## config.mk

```make
export PLATFORM = sky130hd
export DESIGN_NAME = segxl_top
export DESIGN_NICKNAME = d
export VERILOG_FILES = /design/src/rtl/segxl_pkg.sv /design/src/rtl/segxl_table.sv /design/src/rtl/segxl_xlate.sv /design/src/rtl/segxl_top.sv
export SDC_FILE = /design/constraint.sdc
export NUM_CORES = 1
export LEC_CHECK = 0
export BUFFER_PORTS_ARGS = -buffer_cell sky130_fd_sc_hd__buf_2
export CAP_MARGIN = 15
export CELL_PAD_IN_SITES_DETAIL_PLACEMENT = 1
export CELL_PAD_IN_SITES_GLOBAL_PLACEMENT = 2
export CORE_ASPECT_RATIO = 0.8
export CORE_UTILIZATION = 41
export CTS_CLUSTER_DIAMETER = 30
export DETAILED_ROUTE_END_ITERATION = 10
export PLACE_DENSITY_LB_ADDON = 0.1
export SLEW_MARGIN = 30
export SYNTH_ARGS = -nofsm -noshare
export SYNTH_HDL_FRONTEND = slang
export SYNTH_SLANG_ARGS = --single-unit
```

## constraint.sdc

```tcl
create_clock -name clk -period 5.4 [get_ports clk]
set_input_delay 1.08 -clock clk [delete_from_list [all_inputs] [get_ports clk]]
set_output_delay 1.08 -clock clk [all_outputs]
set_load 0.01 [all_outputs]
```

## src/rtl/segxl_pkg.sv

```systemverilog
package segxl_pkg;
  typedef enum logic [1:0] {
    ACC_READ  = 2'd0,
    ACC_WRITE = 2'd1,
    ACC_FETCH = 2'd2,
    ACC_RSVD  = 2'd3
  } acc_e;

  typedef enum logic [1:0] {
    FLT_OK    = 2'd0,
    FLT_BOUND = 2'd1,
    FLT_PROT  = 2'd2,
    FLT_NOSEG = 2'd3
  } flt_e;

  localparam int PERM_W = 3;

  // Permission vector bits: [0] read, [1] write, [2] fetch.
  function automatic logic perm_allows(logic [PERM_W-1:0] perm, logic [1:0] kind);
    case (kind)
      ACC_READ:  return perm[0];
      ACC_WRITE: return perm[1];
      ACC_FETCH: return perm[2];
      default:   return 1'b0;
    endcase
  endfunction
endpackage

```

## src/rtl/segxl_table.sv

```systemverilog
module segxl_table #(
  parameter int NSEG  = 4,
  parameter int SEG_W = 2,
  parameter int PA_W  = 16,
  parameter int BND_W = 13
) (
  input  logic                          clk,
  input  logic                          rst_n,
  input  logic                          we,
  input  logic [SEG_W-1:0]              wsel,
  input  logic [PA_W-1:0]               wbase,
  input  logic [BND_W-1:0]              wbound,
  input  logic                          wup,
  input  logic [segxl_pkg::PERM_W-1:0]  wperm,
  input  logic                          wen,
  input  logic [SEG_W-1:0]              lsel,
  output logic [PA_W-1:0]               l_base,
  output logic [BND_W-1:0]              l_bound,
  output logic                          l_up,
  output logic [segxl_pkg::PERM_W-1:0]  l_perm,
  output logic                          l_en,
  input  logic [SEG_W-1:0]              rsel,
  output logic [PA_W-1:0]               r_base,
  output logic [BND_W-1:0]              r_bound,
  output logic                          r_up,
  output logic [segxl_pkg::PERM_W-1:0]  r_perm,
  output logic                          r_en
);
  logic [PA_W-1:0]              base_q  [NSEG];
  logic [BND_W-1:0]             bound_q [NSEG];
  logic                         up_q    [NSEG];
  logic [segxl_pkg::PERM_W-1:0] perm_q  [NSEG];
  logic                         en_q    [NSEG];

  // All fields of a slot change together at one edge.
  for (genvar g = 0; g < NSEG; g++) begin : g_slot
    always_ff @(posedge clk) begin
      if (!rst_n) begin
        base_q[g]  <= '0;
        bound_q[g] <= '0;
        up_q[g]    <= 1'b0;
        perm_q[g]  <= '0;
        en_q[g]    <= 1'b0;
      end else if (we && (wsel == SEG_W'(g))) begin
        base_q[g]  <= wbase;
        bound_q[g] <= wbound;
        up_q[g]    <= wup;
        perm_q[g]  <= wperm;
        en_q[g]    <= wen;
      end
    end
  end

  always_comb begin
    l_base  = base_q[lsel];
    l_bound = bound_q[lsel];
    l_up    = up_q[lsel];
    l_perm  = perm_q[lsel];
    l_en    = en_q[lsel];
    r_base  = base_q[rsel];
    r_bound = bound_q[rsel];
    r_up    = up_q[rsel];
    r_perm  = perm_q[rsel];
    r_en    = en_q[rsel];
  end
endmodule

```

## src/rtl/segxl_xlate.sv

```systemverilog
module segxl_xlate #(
  parameter int OFF_W = 12,
  parameter int PA_W  = 16,
  parameter int BND_W = OFF_W + 1
) (
  input  logic [OFF_W-1:0]              off,
  input  logic [1:0]                    kind,
  input  logic [PA_W-1:0]               base,
  input  logic [BND_W-1:0]              bound,
  input  logic                          up,
  input  logic [segxl_pkg::PERM_W-1:0]  perm,
  input  logic                          en,
  output logic [PA_W-1:0]               pa,
  output logic [1:0]                    fault,
  output logic                          hit_noseg,
  output logic                          hit_bound,
  output logic                          hit_prot
);
  import segxl_pkg::*;

  // Distance below the base for a downward segment: 2^OFF_W - off.
  function automatic logic [BND_W-1:0] down_mag(logic [OFF_W-1:0] o);
    return {1'b1, {OFF_W{1'b0}}} - {1'b0, o};
  endfunction

  function automatic logic beyond(logic d, logic [OFF_W-1:0] o, logic [BND_W-1:0] b);
    if (d) return ({1'b0, o} >= b);
    return (down_mag(o) > b);
  endfunction

  function automatic logic [PA_W-1:0] phys(logic d, logic [PA_W-1:0] bs, logic [OFF_W-1:0] o);
    if (d) return bs + PA_W'(o);
    return bs - PA_W'(down_mag(o));
  endfunction

  always_comb begin
    hit_noseg = !en;
    hit_bound = en && beyond(up, off, bound);
    hit_prot  = en && !beyond(up, off, bound) && !perm_allows(perm, kind);
    if (hit_noseg)      fault = FLT_NOSEG;
    else if (hit_bound) fault = FLT_BOUND;
    else if (hit_prot)  fault = FLT_PROT;
    else                fault = FLT_OK;
    pa = (fault == FLT_OK) ? phys(up, base, off) : '0;
  end
endmodule

```

## src/rtl/segxl_top.sv

```systemverilog
module segxl_top #(
  parameter int VA_W  = 14,
  parameter int PA_W  = 16,
  parameter int SEG_W = 2,
  localparam int OFF_W = VA_W - SEG_W,
  localparam int BND_W = OFF_W + 1,
  localparam int NSEG  = 1 << SEG_W
) (
  input  logic              clk,
  input  logic              rst_n,
  input  logic              cfg_we,
  input  logic [SEG_W-1:0]  cfg_sel,
  input  logic [PA_W-1:0]   cfg_base,
  input  logic [BND_W-1:0]  cfg_bound,
  input  logic              cfg_grow_up,
  input  logic [2:0]        cfg_perm,
  input  logic              cfg_enable,
  input  logic [SEG_W-1:0]  rb_sel,
  output logic [PA_W-1:0]   rb_base,
  output logic [BND_W-1:0]  rb_bound,
  output logic              rb_grow_up,
  output logic [2:0]        rb_perm,
  output logic              rb_enable,
  input  logic              req_valid,
  output logic              req_ready,
  input  logic [VA_W-1:0]   req_va,
  input  logic [1:0]        req_kind,
  output logic              rsp_valid,
  input  logic              rsp_ready,
  output logic [PA_W-1:0]   rsp_pa,
  output logic [1:0]        rsp_fault
);
  logic [SEG_W-1:0] seg_idx;
  logic [OFF_W-1:0] seg_off;
  logic [PA_W-1:0]  e_base;
  logic [BND_W-1:0] e_bound;
  logic             e_up;
  logic [2:0]       e_perm;
  logic             e_en;
  logic [PA_W-1:0]  x_pa;
  logic [1:0]       x_fault;
  logic             x_noseg, x_bound, x_prot;
  logic             accept;

  assign seg_idx = req_va[VA_W-1 -: SEG_W];
  assign seg_off = req_va[OFF_W-1:0];

  segxl_table #(.NSEG(NSEG), .SEG_W(SEG_W), .PA_W(PA_W), .BND_W(BND_W)) i_table (
    .clk(clk), .rst_n(rst_n),
    .we(cfg_we), .wsel(cfg_sel), .wbase(cfg_base), .wbound(cfg_bound),
    .wup(cfg_grow_up), .wperm(cfg_perm), .wen(cfg_enable),
    .lsel(seg_idx), .l_base(e_base), .l_bound(e_bound), .l_up(e_up),
    .l_perm(e_perm), .l_en(e_en),
    .rsel(rb_sel), .r_base(rb_base), .r_bound(rb_bound), .r_up(rb_grow_up),
    .r_perm(rb_perm), .r_en(rb_enable)
  );

  segxl_xlate #(.OFF_W(OFF_W), .PA_W(PA_W), .BND_W(BND_W)) i_xlate (
    .off(seg_off), .kind(req_kind), .base(e_base), .bound(e_bound),
    .up(e_up), .perm(e_perm), .en(e_en),
    .pa(x_pa), .fault(x_fault),
    .hit_noseg(x_noseg), .hit_bound(x_bound), .hit_prot(x_prot)
  );

  assign req_ready = !rsp_valid || rsp_ready;
  assign accept    = req_valid && req_ready;

  always_ff @(posedge clk) begin
    if (!rst_n) begin
      rsp_valid <= 1'b0;
      rsp_pa    <= '0;
      rsp_fault <= '0;
    end else if (accept) begin
      rsp_valid <= 1'b1;
      rsp_pa    <= x_pa;
      rsp_fault <= x_fault;
    end else if (rsp_ready) begin
      rsp_valid <= 1'b0;
    end
  end
endmodule

```

== Word-level counts from Yosys, hierarchy flattened ==
Memories as Yosys holds them, arrays and structs flattened.
Cells that the tools add are included.
Widths: inputs -> output; s select.

* RAM bits: 136
* Bits in registers: 19
* Memories: 5
* Output and inout bits: 54

{| class="wikitable"
|+ Memory list
! memory !! depth !! bits a word !! read ports !! clocked after memory_dff !! wr ports !! RTL line !! text
|-
| i_table.base_q || 4 || 16 || 2 || 0 || 4 || segxl_table.sv:29 || <nowiki>logic [PA_W-1:0] base_q [NSEG];</nowiki>
|-
| i_table.bound_q || 4 || 13 || 2 || 0 || 4 || segxl_table.sv:30 || <nowiki>logic [BND_W-1:0] bound_q [NSEG];</nowiki>
|-
| i_table.perm_q || 4 || 3 || 2 || 0 || 4 || segxl_table.sv:32 || <nowiki>logic [segxl_pkg::PERM_W-1:0] perm_q [NSEG];</nowiki>
|-
| i_table.en_q || 4 || 1 || 2 || 0 || 4 || segxl_table.sv:33 || <nowiki>logic en_q [NSEG];</nowiki>
|-
| i_table.up_q || 4 || 1 || 2 || 0 || 4 || segxl_table.sv:31 || <nowiki>logic up_q [NSEG];</nowiki>
|}

* Mux-type cells: 45
* Reductions and logical operators: 16
* Eq/ne operators: 5
* $add $sub $neg: 3
* Bitwise operators: 20
* Magnitude comparators: 2

{| class="wikitable"
|+ Operators with widths
! kind !! number
|-
| $mux 16 || 7
|-
| $mux 13 || 4
|-
| $mux 1 || 26
|-
| $or 1x1->1 || 20
|-
| $add 16x12->16 || 1
|-
| $sub 16x13->16 || 1
|-
| $ge 12x13->1 || 1
|-
| $gt 13x13->1 || 1
|-
| $sub 13x12->13 const A || 1
|-
| $mux 3 || 4
|-
| $logic_and 1x1->1 || 8
|-
| $eq 2x2->1 const B || 3
|-
| $logic_not 2->1 || 3
|-
| $mux 2 || 3
|-
| $eq 2x1->1 const B || 2
|-
| $logic_not 1->1 || 3
|-
| $pmux 1 s3 || 1
|-
| $reduce_bool 2->1 || 1
|-
| $logic_or 1x1->1 || 1
|}

== Longest topological paths before layout ==
Gate-level depths: netlist of the first run.
An unclocked memory read counts as a cell.

* Depth in word-level cells: 12
* Depth in mapped cells: 18
* Depth with buffers taken out: 17

== Cells and area by module ==
From an unflattened synthesis of the first run, not the netlist that was laid out.

* Cell total of the unflattened synthesis: 784
* Area total of the unflattened synthesis: 9,850.7 um^2

{| class="wikitable"
|+ By module, submodules not included
! module !! area each (um^2) !! cells an instance !! instances
|-
| segxl_table || 6,832.8 || 385 || 1
|-
| segxl_xlate || 2,230.9 || 316 || 1
|-
| segxl_top || 787.0 || 83 || 1
|}

== Least setup slack after synthesis of the first run ==
No wires, ideal clock.

* Path kind: input-to-reg
* Start point: input req_va[0]
* End point: register rsp_pa[15]
* Data arrival time: 4.727 ns
* Required time: 5.331 ns
* Setup slack: 0.604 ns
* Stages: 18
* Buffers on the path: 1
* Path through: clkbuf_1 -> inv_1 -> ha_1 -> or4b_4 -> or3_4 -> and2_2 -> nor4_1 -> xor2_1 -> nor2_1 -> xor2_1 -> ha_1 -> o221a_2 -> o31a_1 -> o41a_1 -> o22ai_1 -> o21ai_0 -> xor2_1 -> o21ai_1

* Cells in the longest elaborated chain, start to end: 11
* Elaborated cells on any way between the ends: 18
* Those cells by class: add/sub: 3; order compare: 2; mux: 8; reduce/logical: 5

{| class="wikitable"
|+ Ends and longest elaborated chain
! element !! RTL line !! text
|-
| start, declared || segxl_top.sv:26 || <nowiki>input logic [VA_W-1:0] req_va,</nowiki>
|-
| $sub 13x12->13 / $ge 12x13->1 (equally long branches) || segxl_xlate.sv:23, segxl_xlate.sv:27 ||
|-
| $gt 13x13->1 / $mux 1 (equally long branches) || segxl_xlate.sv:28, segxl_xlate.sv:27 ||
|-
| $mux 1 || segxl_xlate.sv:28 || <nowiki>return (down_mag(o) > b);</nowiki>
|-
| $logic_not 1->1 || segxl_xlate.sv:39 || <nowiki>hit_prot = en && !beyond(up, off, bound) && !perm_allows(perm, kind);</nowiki>
|-
| $logic_and 1x1->1 (2 in a row) || segxl_xlate.sv:39 ||
|-
| $mux 2 || segxl_xlate.sv:42 || <nowiki>else if (hit_prot) fault = FLT_PROT;</nowiki>
|-
| $mux 2 || segxl_xlate.sv:41 || <nowiki>else if (hit_bound) fault = FLT_BOUND;</nowiki>
|-
| $mux 2 || segxl_xlate.sv:40 || <nowiki>if (hit_noseg) fault = FLT_NOSEG;</nowiki>
|-
| $logic_not 2->1 || segxl_xlate.sv:44 || <nowiki>pa = (fault == FLT_OK) ? phys(up, base, off) : '0;</nowiki>
|-
| $mux 16 * || segxl_xlate.sv:44 ||
|-
| end signal, assigned || segxl_top.sv:75 || <nowiki>rsp_pa <= x_pa;</nowiki>
|-
| end, declared || segxl_top.sv:30 || <nowiki>output logic [PA_W-1:0] rsp_pa,</nowiki>
|}

Mark *: on every way between the ends. The rest lies on a longest branch, timed or not. The select of a mux whose other input is x is not followed.
A chain may end at the register's enable or synchronous reset.

== Worst setup path after layout of the first run ==
Ends and elaborated chain as after synthesis.

==> results of run 1 <==
-- critical path: cells and delay by family --
kind | cells | cell delay, ns
AO/OA/AOI/OAI | 8 | 1.79
AND/OR/NAND/NOR | 3 | 1.17
adder cells (fa/ha/maj) | 2 | 0.58
XOR/XNOR | 2 | 0.28
buffers and inverters | 2 | 0.25
-- logic make-up after synthesis --
kind of cell,share of synthesized area
buffers and inverters,0.02620
adder cells (fa/ha/maj),0.05513
flip-flops,0.4823
AO/OA/AOI/OAI,0.07576
AND/OR/NAND/NOR,0.1602
XOR/XNOR,0.03327
multiplexers,0.1671
-- flip-flops by register name, indices dropped and copies added, names as in the netlist --
name	flops
i_table.bound_q	52
i_table.en_q	4
rsp_pa	16
i_table.perm_q	12
i_table.up_q	4
rsp_valid	1
rsp_fault	2
i_table.base_q	64
-- worst paths after layout --
kind | startpoint | end | slack, ns | cells past startpoint
worst min-delay path | rsp_pa[14] | rsp_pa[14] | 0.48 | 2
worst max-delay path | req_va[0] | rsp_pa[15] | 0.62 | 17
worst min register to register | rsp_pa[14] | rsp_pa[14] | 0.48 | 2
worst max register to register | i_table.up_q[3] | rsp_pa[15] | 1.80 | 13
-- stage by stage --
| step | setup slack [ns] | hold slack, ns | cell area, sq um |
|---|---|---|---|
| 2_1_floorplan | 0.6038 | 0.4610 | 9215 |
| 3_3_place_gp | 0.3840 | 0.4498 | 10170 |
| 3_5_place_dp | 0.2682 | 0.4723 | 10170 |
| 4_1_cts | 0.6521 | 0.4839 | 10750 |
| 5_1_grt | 0.4488 | 0.5085 | 10780 |
| 6_report | 0.6191 | 0.4767 | 10790 |
-- cell usage after synthesis (2+ instances only) --
cell type,n
buf_1,7
ha_1,39
a21oi_1,12
dfxtp_1,21
o211ai_1,3
o311ai_0,2
nand3b_1,2
xor2_1,18
buf_2,4
a21o_1,4
xnor2_1,17
a21boi_0,2
a31oi_1,2
o22ai_1,2
o31a_1,2
a32oi_1,14
edfxtp_1,134
o21ai_0,22
a22o_1,2
nor3_1,9
nand2_1,25
nor4_1,5
inv_1,20
a211oi_1,7
o21a_1,9
and2_2,2
o21bai_1,2
nor2_1,27
a31o_2,2
nand2b_1,6
nand3_1,9
clkbuf_1,29
and2_1,134
o21ai_1,3
mux4_2,67
or3_1,6
mux2i_1,2
nor2b_1,16
-- layer usage --
| layer | GRT usage | vias to the layer above | wire length, microns |
|---|---|---|---|
| met1 | 0.3124 | 3266 | 11670 |
| li1 | - | 2924 | - |
| met4 | 0.06757 | 0 | 371 |
| met2 | 0.3918 | 169 | 12590 |
| met3 | 0.05415 | 22 | 1442 |
| met5 | 0 | - | 0 |
-- area by class of cell --
cell class / count / area, sq um / area share
Antenna cell: 4 / 10.01 / 0.0009275
Clock buffer: 17 / 425.4 / 0.03942
Clock inverter: 14 / 155.1 / 0.01438
Inverter: 20 / 75.07 / 0.006957
Multi-Input combinational cell: 496 / 4593 / 0.4256
Sequential cell: 155 / 4444 / 0.4118
Tap cell: 300 / 375.4 / 0.03478
Timing Repair Buffer: 128 / 713.2 / 0.06609
-- power groups by stage --
stage	logic, uW	clock network (uW)	registers (uW)
6_report	686	1190	1420
3_5_place_dp	683	0	1450
3_3_place_gp	669	0	1440
5_1_grt	748	1260	1430
4_1_cts	689	1210	1430
2_1_floorplan	442	0	1440
==> results.yml, run 1 <==
timing:
  tightest_slew_ns: 0.9309
  clock.fmax_ghz: 0.2092
  fin_crit_sh: 0.8854
  rsz0062_at_grt: "false"
  finalHoldViolCount: 0
  relSlewSlack: 0.3729
  clock_skew_ns: 0.01187
  fin_setup_tns_ns: 0
  setup_viol: 0
  fin_crit_ns: 4.781
  maxSlewViolCount: 0
outcome:
  status: "completed"
power_and_ir_drop:
  p_leak_uw: 0.004065
  ir_worst_vdd_uv: 185.2
  clkPwrFrac: 0.361
  swShare: 0.2935
  p_per_area_mw_per_mm2: 306.2
  combinationalPowerShare: 0.208
  power_uw: 3304
  p_switching_uw: 969.8
  p_int_uw: 2335
  seqPwrFrac: 0.431
critical_path:
  critPathRequiredTime_ns: 5.77
  slowest_delay_ns: 0.52
  path_cells: "buf_2 -> inv_1 -> ha_1 -> or4b_4 -> or3_4 -> a221oi_2 -> or2b_1 -> xnor2_1 -> o21ai_0 -> ha_1 -> o21ai_0 -> a21boi_0 -> o41a_1 -> o22ai_1 -> o21ai_0 -> xor2_1 -> o21ai_1"
  cp-end-kind: "flip-flop"
  startpoint_type: "input port"
  critPathSlowestCell: "or4b_4"
  path_max_fanout: 8
  crit_top_cell: "o21ai_0"
  worstPathArrival_ns: 5.15
  worstSetupPathType: "input port to flip-flop"
layout:
  nFillCells: 2273
  layoutNonFillerInstCount: 1134
  drive_above_1_share: 0.2964
  finalNetCount: 917
  mostFrequentLayoutCells: "and2_1 (134), edfxtp_1 (134), buf_2 (112)"
  fin_util: 0.4950
  area_growth_pct: 17.11
floorplan:
  fp.dieW_microns: 169.6
  ios: 113
  initial_core_util: 0.4227
  die_h_microns: 136.1
  die_area_sq_mm: 0.02308
  core_area_sq_mm: 0.02180
  rows: 48
yosys:
  synth-main-ff-cell: "edfxtp_1"
  yosysUniqueCellTypes: 61
  yosysTopAreaCellShare: 0.4367
  synth.area.top_cells: "edfxtp_1 (44%), mux4_2 (16%), and2_1 (9.1%), ha_1 (5.3%), dfxtp_1 (4.6%)"
  yosysSeqAreaShare: 0.4823
  avgSynthCellArea_sq_um: 12.94
  synth_top_area_cell: "edfxtp_1"
  synth_edf_count: 134
  synth_area_sq_mm: 0.009215
  ys.warnings.count: 0
  async_flop_share: 0
  netlist_instances: 712
  syn_nets: 811
  synth-seq-cells: 155
grt:
  grt_pass1_wl_microns: 39650
  grt_util_all_layers: 0.2369
  grt_max_degree: 35
  grt_pass1_vias: 6908
  antenna_found_initial: 3
  overflow: 0
place:
  placed_cells: 1098
  globalplace.congestion: 0.8565
  portBuffers: 112
  dpl.hpwl_microns: 18370
routing:
  viasPerCell: 5.627
  vias: 6381
  dr.pass1.iters: 6
  post-route-drc-count: 0
  drt-total-wl_microns: 26070
  ant_nets: 0
  drt_iter0_drc: 391
  wire_per_inst_microns: 22.99
min_path:
  hold_class: "flip-flop to flip-flop"
clock_network:
  post_cts_buffers: 0
  clk_pin_slew_ns: 0.07
  postCtsHoldBufs: 0
  clk_latency_ns: 0.44
  htree_num_levels: 4
  cts.path.max_buffers: 2
  cts_buffers: 17
  clock_sinks: 155
  ctsRootBufferMaster: "clkbuf_16"
  cts_resized: 0
  tritoncts: "yes"
run:
  drv_cap: 0
Power figures use the tool's default switching activity.
==> run 2, diff against run 1 <==
==> constraint.sdc (replaced) <==
create_clock -name clk -period 5.4 [get_ports clk]
set_input_delay 0.81 -clock clk [delete_from_list [all_inputs] [get_ports clk]]
set_output_delay 0.81 -clock clk [all_outputs]
set_load 0.01 [all_outputs]
==> results.yml, run 2 (synthesis results as in run 1) <==
timing:
  rsz0062_at_grt: "false"
  setup_viol: 0
  relSlewSlack: 0.3964
  fin_crit_ns: 4.488
  fin_setup_tns_ns: 0
  maxSlewViolCount: 0
  tightest_slew_ns: 0.9033
  finalHoldViolCount: 0
  hold_slack_ns: 0.4662
  clock.fmax_ghz: 0.2228
  fin_crit_sh: 0.8312
  clock_skew_ns: 0.01399
  finalWorstSetupSlack_ns: 0.9115
critical_path:
  critPathRequiredTime_ns: 5.76
  r2r-start: "i_table.up_q[3]"
  critPathSlowestCell: "or4b_4"
  startpoint_type: "input port"
  slowest_delay_ns: 0.53
  rr_endpoint: "rsp_pa[15]"
  cp-end-kind: "flip-flop"
  regToRegSetupSlack_ns: 1.70
  path_max_fanout: 8
  crit_family: "simple AND/OR/NAND/NOR gates"
  worstSetupPathType: "input port to flip-flop"
  worst-r2r-cell-count: 12
  crit_buf_inv: 2
  worstPathArrival_ns: 4.84
  path_cells: "buf_2 -> inv_1 -> ha_1 -> or4b_4 -> or3_4 -> and2_2 -> nor4_1 -> xor2_1 -> nor2_1 -> xor2_1 -> ha_1 -> o221a_2 -> o31a_1 -> o41a_1 -> o22ai_1 -> o21ai_0 -> xor2_1 -> o21ai_1"
  crit_top_cell: "xor2_1"
layout:
  final-seq-area_sq_mm: 0.004444
  area_growth_pct: 17.09
  largest-register: "i_table.base_q"
  layoutNonFillerInstCount: 1130
  drive_above_1_share: 0.2938
  largest_reg_flops: 64
  finalNetCount: 914
  mostFrequentLayoutCells: "and2_1 (134), edfxtp_1 (134), buf_2 (111)"
  multi_input_area_sq_mm: 0.004593
  reg_top3: "i_table.base_q (64), i_table.bound_q (52), rsp_pa (16)"
  nFillCells: 2231
grt:
  grt_util_all_layers: 0.2390
  grt_max_degree: 35
  overflow: 0
  grt_pass1_vias: 6814
  antenna_found_initial: 4
  grt_pass1_wl_microns: 40190
routing:
  vias: 6383
  dr.pass1.iters: 5
  drt-total-wl_microns: 26370
  wire_per_inst_microns: 23.34
  post-route-drc-count: 0
  viasPerCell: 5.649
  ant_nets: 0
  drt_iter0_drc: 457
power_and_ir_drop:
  p_leak_uw: 0.004061
  ir_worst_vdd_uv: 201.3
  p_per_area_mw_per_mm2: 310.9
clock_network:
  cts_resized: 0
  clk_latency_ns: 0.43
  clk_pin_slew_ns: 0.07
  clock_sinks: 155
  ctsRootBufferMaster: "clkbuf_16"
  postCtsHoldBufs: 0
  cts.path.max_buffers: 2
  post_cts_buffers: 0
  tritoncts: "yes"
  htree_num_levels: 4
  cts_buffers: 17
outcome:
  status: "completed"
place:
  placed_cells: 1096
  dpl.hpwl_microns: 18210
  portBuffers: 112
  globalplace.congestion: 0.8348
  pre_cts_slack_ns: 0.5157
min_path:
  hold_path_depth: 2
  hp-start: "rsp_pa[14]"
  holdPathEnd: "rsp_pa[14]"
  hold_class: "flip-flop to flip-flop"
floorplan:
  fp.dieW_microns: 169.6
  rows: 48
  initial_core_util: 0.4227
  die_h_microns: 136.1
  die_area_sq_mm: 0.02308
  ios: 113
  core_area_sq_mm: 0.02180
run:
  drv_cap: 0
## run 2: final cells by class
cell class | instances | area share
clock buffer | 17 | 0.03943
antenna | 3 | 0.0006957
multi-input combinational | 496 | 0.4257
sequential | 155 | 0.4119
inverter | 20 | 0.006957
timing repair buffer | 125 | 0.06424
tap | 300 | 0.03479
clock inverter | 14 | 0.01635
## run 2: worst max path at each step
stage	startpoint	endpoint	slack, ns	depth (start not counted)
final	req_va[0]	rsp_pa[15]	0.91	18
after CTS	req_va[0]	rsp_pa[14]	0.95	18
after detailed placement	req_va[0]	rsp_pa[15]	0.52	18
after floorplan	req_va[0]	rsp_pa[15]	0.87	18
after global placement	req_va[0]	rsp_pa[15]	0.61	18
after global routing	req_va[0]	rsp_pa[13]	0.67	17
## run 2: tightest hold or removal path, stage by stage (launching register included)
cell	delay [ns]
dfxtp_1	0.32
nand2_1	0.06
a21boi_1	0.05
## run 2: routing by layer
metal  track usage  up-vias  share of wire
met4       0.03754        2         0.0051
met3       0.05357       10          0.053
met2        0.4012      152           0.49
met1        0.3227     3314           0.45
met5             0        -        0.00049
li1              -     2905              -
## run 2: where the power goes
part	leakage (uW)	internal [uW]	switching, uW	total [uW]
clock network	0.000286	700	547	1250
registers	0.00149	1390	38.7	1420
logic	0.00229	295	389	684
total	0.00406	2380	975	3350
## run 2: through the flow
| step | total power (uW) | cell area [sq um] | utilization |
|---|---|---|---|
| after detailed placement | 2132 | 10180 | 0.4670 |
| after global routing | 3488 | 10780 | 0.4946 |
| final | 3355 | 10790 | 0.4949 |
| after CTS | 3378 | 10780 | 0.4946 |
| after global placement | 2107 | 10150 | 0.4656 |
| after floorplan | 1883 | 9215 | - |
==> run 3, diff against run 2 <==
--- a/config.mk
+++ b/config.mk
@@ -5,12 +5,13 @@
 export SDC_FILE = /design/constraint.sdc
 export NUM_CORES = 1
 export LEC_CHECK = 0
+export ABC_AREA = 1
 export BUFFER_PORTS_ARGS = -buffer_cell sky130_fd_sc_hd__buf_2
 export CAP_MARGIN = 15
 export CELL_PAD_IN_SITES_DETAIL_PLACEMENT = 1
 export CELL_PAD_IN_SITES_GLOBAL_PLACEMENT = 2
 export CORE_ASPECT_RATIO = 0.8
-export CORE_UTILIZATION = 41
+export CORE_UTILIZATION = 35
 export CTS_CLUSTER_DIAMETER = 30
 export DETAILED_ROUTE_END_ITERATION = 10
 export PLACE_DENSITY_LB_ADDON = 0.1
==> constraint.sdc (replaced) <==
create_clock -name clk -period 4.65 [get_ports clk]
set_input_delay 0.6975 -clock clk [delete_from_list [all_inputs] [get_ports clk]]
set_output_delay 0.6975 -clock clk [all_outputs]
set_load 0.01 [all_outputs]
==> results.yml, run 3 <==
routing:
  post-route-drc-count: 0
  drt-total-wl_microns: 32850
  wire_per_inst_microns: 20.09
  drt_iter0_drc: 537
  ant_nets: 0
  viasPerCell: 5.301
  vias: 8667
  dr.pass1.iters: 5
layout:
  nFillCells: 3192
  largest_reg_flops: 64
  mostFrequentLayoutCells: "nor2_1 (305), nand2_1 (137), edfxtp_1 (134)"
  layout_commonest_cell: "nor2_1"
  finalNetCount: 1363
  area_growth_pct: 17.13
  reg_top3: "i_table.base_q (64), i_table.bound_q (52), rsp_pa (16)"
  finalInstanceArea_sq_mm: 0.01103
  largest-register: "i_table.base_q"
  drive_above_1_share: 0.1621
clock_network:
  postCtsHoldBufs: 0
  post_cts_buffers: 0
  cts.path.max_buffers: 2
  tritoncts: "yes"
  htree_num_levels: 4
  ctsRootBufferMaster: "clkbuf_16"
  cts_buffers: 17
  clk_pin_slew_ns: 0.07
  clock_sinks: 155
  cts_resized: 0
  clk_latency_ns: 0.44
timing:
  rsz0062_at_grt: "false"
  clock_skew_ns: 0.01353
  setup_viol: 0
  relSlewSlack: 0.4991
  fin_crit_ns: 4.042
  hold_slack_ns: 0.4745
  maxSlewViolCount: 0
  finalHoldViolCount: 0
  tightest_slew_ns: 0.7514
  clock.fmax_ghz: 0.2474
  fin_crit_sh: 0.8692
  fin_setup_tns_ns: 0
  finalWorstSetupSlack_ns: 0.6084
yosys:
  yosysTopAreaCellShare: 0.4274
  syn_nets: 1268
  synth_top_area_cell: "edfxtp_1"
  yosysUniqueCellTypes: 44
  synth-seq-cells: 155
  async_flop_share: 0
  avgSynthCellArea_sq_um: 8.054
  synth_most_common_cell: "nor2_1"
  yosysSeqAreaShare: 0.4720
  ys.warnings.count: 0
  synth-main-ff-cell: "edfxtp_1"
  synth.area.top_cells: "edfxtp_1 (43%), nor2_1 (12%), o21ai_0 (7.0%), nand2_1 (5.5%), ha_1 (5.2%)"
  ys_top_cells_by_count: "nor2_1 (305), nand2_1 (137), edfxtp_1 (134)"
  synth_area_sq_mm: 0.009415
  netlist_instances: 1169
  synth_edf_count: 134
power_and_ir_drop:
  p_leak_uw: 0.004669
  p_per_area_mw_per_mm2: 364.8
  ir_worst_vdd_uv: 260.3
critical_path:
  crit_start: "req_va[0]"
  regToRegSetupSlack_ns: 1.38
  crit_buf_inv: 2
  rr_endpoint: "rsp_pa[11]"
  startpoint_type: "input port"
  slowest_delay_ns: 0.44
  worst-r2r-cell-count: 17
  path_cells: "buf_2 -> inv_2 -> ha_1 -> nand3_1 -> nand2_1 -> nand2_1 -> or3_4 -> nor3_2 -> nand4_1 -> o21ai_1 -> a21oi_1 -> ha_1 -> a21oi_1 -> o21ai_0 -> a221oi_1 -> nand3_1 -> nand3_1 -> nor2_1 -> nor2_1 -> nor2_1"
  r2r-start: "i_table.up_q[3]"
  critPathRequiredTime_ns: 4.95
  worstSetupPathType: "input port to flip-flop"
  critPathCapture: "rsp_pa[15]"
  path_max_fanout: 7
  cp-end-kind: "flip-flop"
  worstPathArrival_ns: 4.35
  crit_family: "simple AND/OR/NAND/NOR gates"
  worstSetupPathDepth: 20
  critPathSlowestCell: "or3_4"
run:
  drv_cap: 0
floorplan:
  core_area_sq_mm: 0.02633
  die_h_microns: 148.7
  initial_core_util: 0.3576
  die_area_sq_mm: 0.02757
  fp.dieW_microns: 185.4
  ios: 113
  rows: 53
grt:
  grt_util_all_layers: 0.2445
  grt_max_degree: 67
  grt_pass1_vias: 8682
  overflow: 0
  antenna_found_initial: 0
  grt_pass1_wl_microns: 50190
place:
  dpl.hpwl_microns: 22460
  place_area_sq_mm: 0.01038
  portBuffers: 112
  pre_cts_slack_ns: 0.2237
  globalplace.congestion: 0.8186
outcome:
  status: "completed"
min_path:
  hold_class: "flip-flop to flip-flop"
-- run 3: changes by cell type in the layout (fill, tap and decap cells not counted), sizes merged, moves of 13 or more --
cell / previous run / this run
nor2: 27 / 312
a21oi: 12 / 56
inv: 28 / 97
and2: 136 / 0
nand3: 9 / 50
xnor2: 17 / 4
mux4: 67 / 0
xor2: 18 / 5
nand2: 25 / 144
o22ai: 2 / 55
nor2b: 16 / 0
a32oi: 14 / 1
o21ai: 25 / 137
nand4: 1 / 15
-- run 3: final cells by class --
cell class / instances / area [sq um] / share of cell area
inverters: 90 / 337.8 / 0.03063
multi-input cells: 863 / 4390 / 0.3981
repair buffers: 137 / 760.7 / 0.06898
diodes: 1 / 2.502 / 0.0002269
clock inverters: 15 / 220.2 / 0.01997
well taps: 357 / 446.7 / 0.04050
flip-flops and latches: 155 / 4444 / 0.4030
clock buffers: 17 / 425.4 / 0.03857
-- run 3: worst min-delay path by stage --
| stage | from | to | slack, ns | depth (start not counted) |
|---|---|---|---|---|
| 3_3_place_gp | rsp_pa[0] | rsp_pa[0] | 0.46 | 2 |
| 5_1_grt | rsp_pa[1] | rsp_pa[1] | 0.50 | 2 |
| 4_1_cts | rsp_pa[0] | rsp_pa[0] | 0.47 | 2 |
| 6_report | rsp_pa[0] | rsp_pa[0] | 0.47 | 2 |
| 3_5_place_dp | rsp_pa[0] | rsp_pa[0] | 0.46 | 2 |
| 2_1_floorplan | i_table.en_q[2] | i_table.en_q[2] | 0.47 | 2 |
-- run 3: metal layers --
layer	share of wire	vias to the layer above	track usage
met2	0.46	162	0.3951
met1	0.49	4279	0.3444
li1	-	4203	-
met3	0.038	23	0.03820
met4	0.0087	0	0.05124
met5	0	-	0
-- run 3: cell families (layout without fill, tap and decap cells) --
kind of cell             after synthesis  count (layout)  share of synthesized area
AND/OR/NAND/NOR                      546             546                     0.2445
AO/OA/AOI/OAI                        268             268                     0.1587
flip-flops                           155             155                     0.4720
buffers and inverters                151             259                    0.06166
adder cells (fa/ha/maj)               40              40                    0.05395
XOR/XNOR                               9               9                   0.009169
other                                  0               1                          0
-- run 3: through the flow --
stage,std cells,power (uW),util
after floorplan,1169,2199,-
after global routing,1634,4205,0.4188
after CTS,1634,4049,0.4188
after detailed placement,1602,2513,0.3943
after global placement,1602,2503,0.3943
final,1635,4023,0.4189
-- run 3: worst register-to-register path, cell delays in order, from the launching register on --
cell      delay (ns)
edfxtp_1        0.40
a21oi_1         0.18
o21ai_1         0.11
nand2_2         0.35
nand3_1         0.13
o21ai_0         0.21
ha_1            0.32
nand3_1         0.10
nand2_1         0.11
nand2_1         0.09
nand2_1         0.09
a21boi_0        0.27
o21ai_0         0.18
or2_2           0.30
nand3_1         0.07
nor2_1          0.07
a21oi_1         0.12
nor2_1          0.05
-- run 3: report_power, final --
part	total [uW]	switching, uW	internal (uW)
clock network	1540	664	879
logic	823	548	275
registers	1660	47.9	1610
total	4020	1260	2760
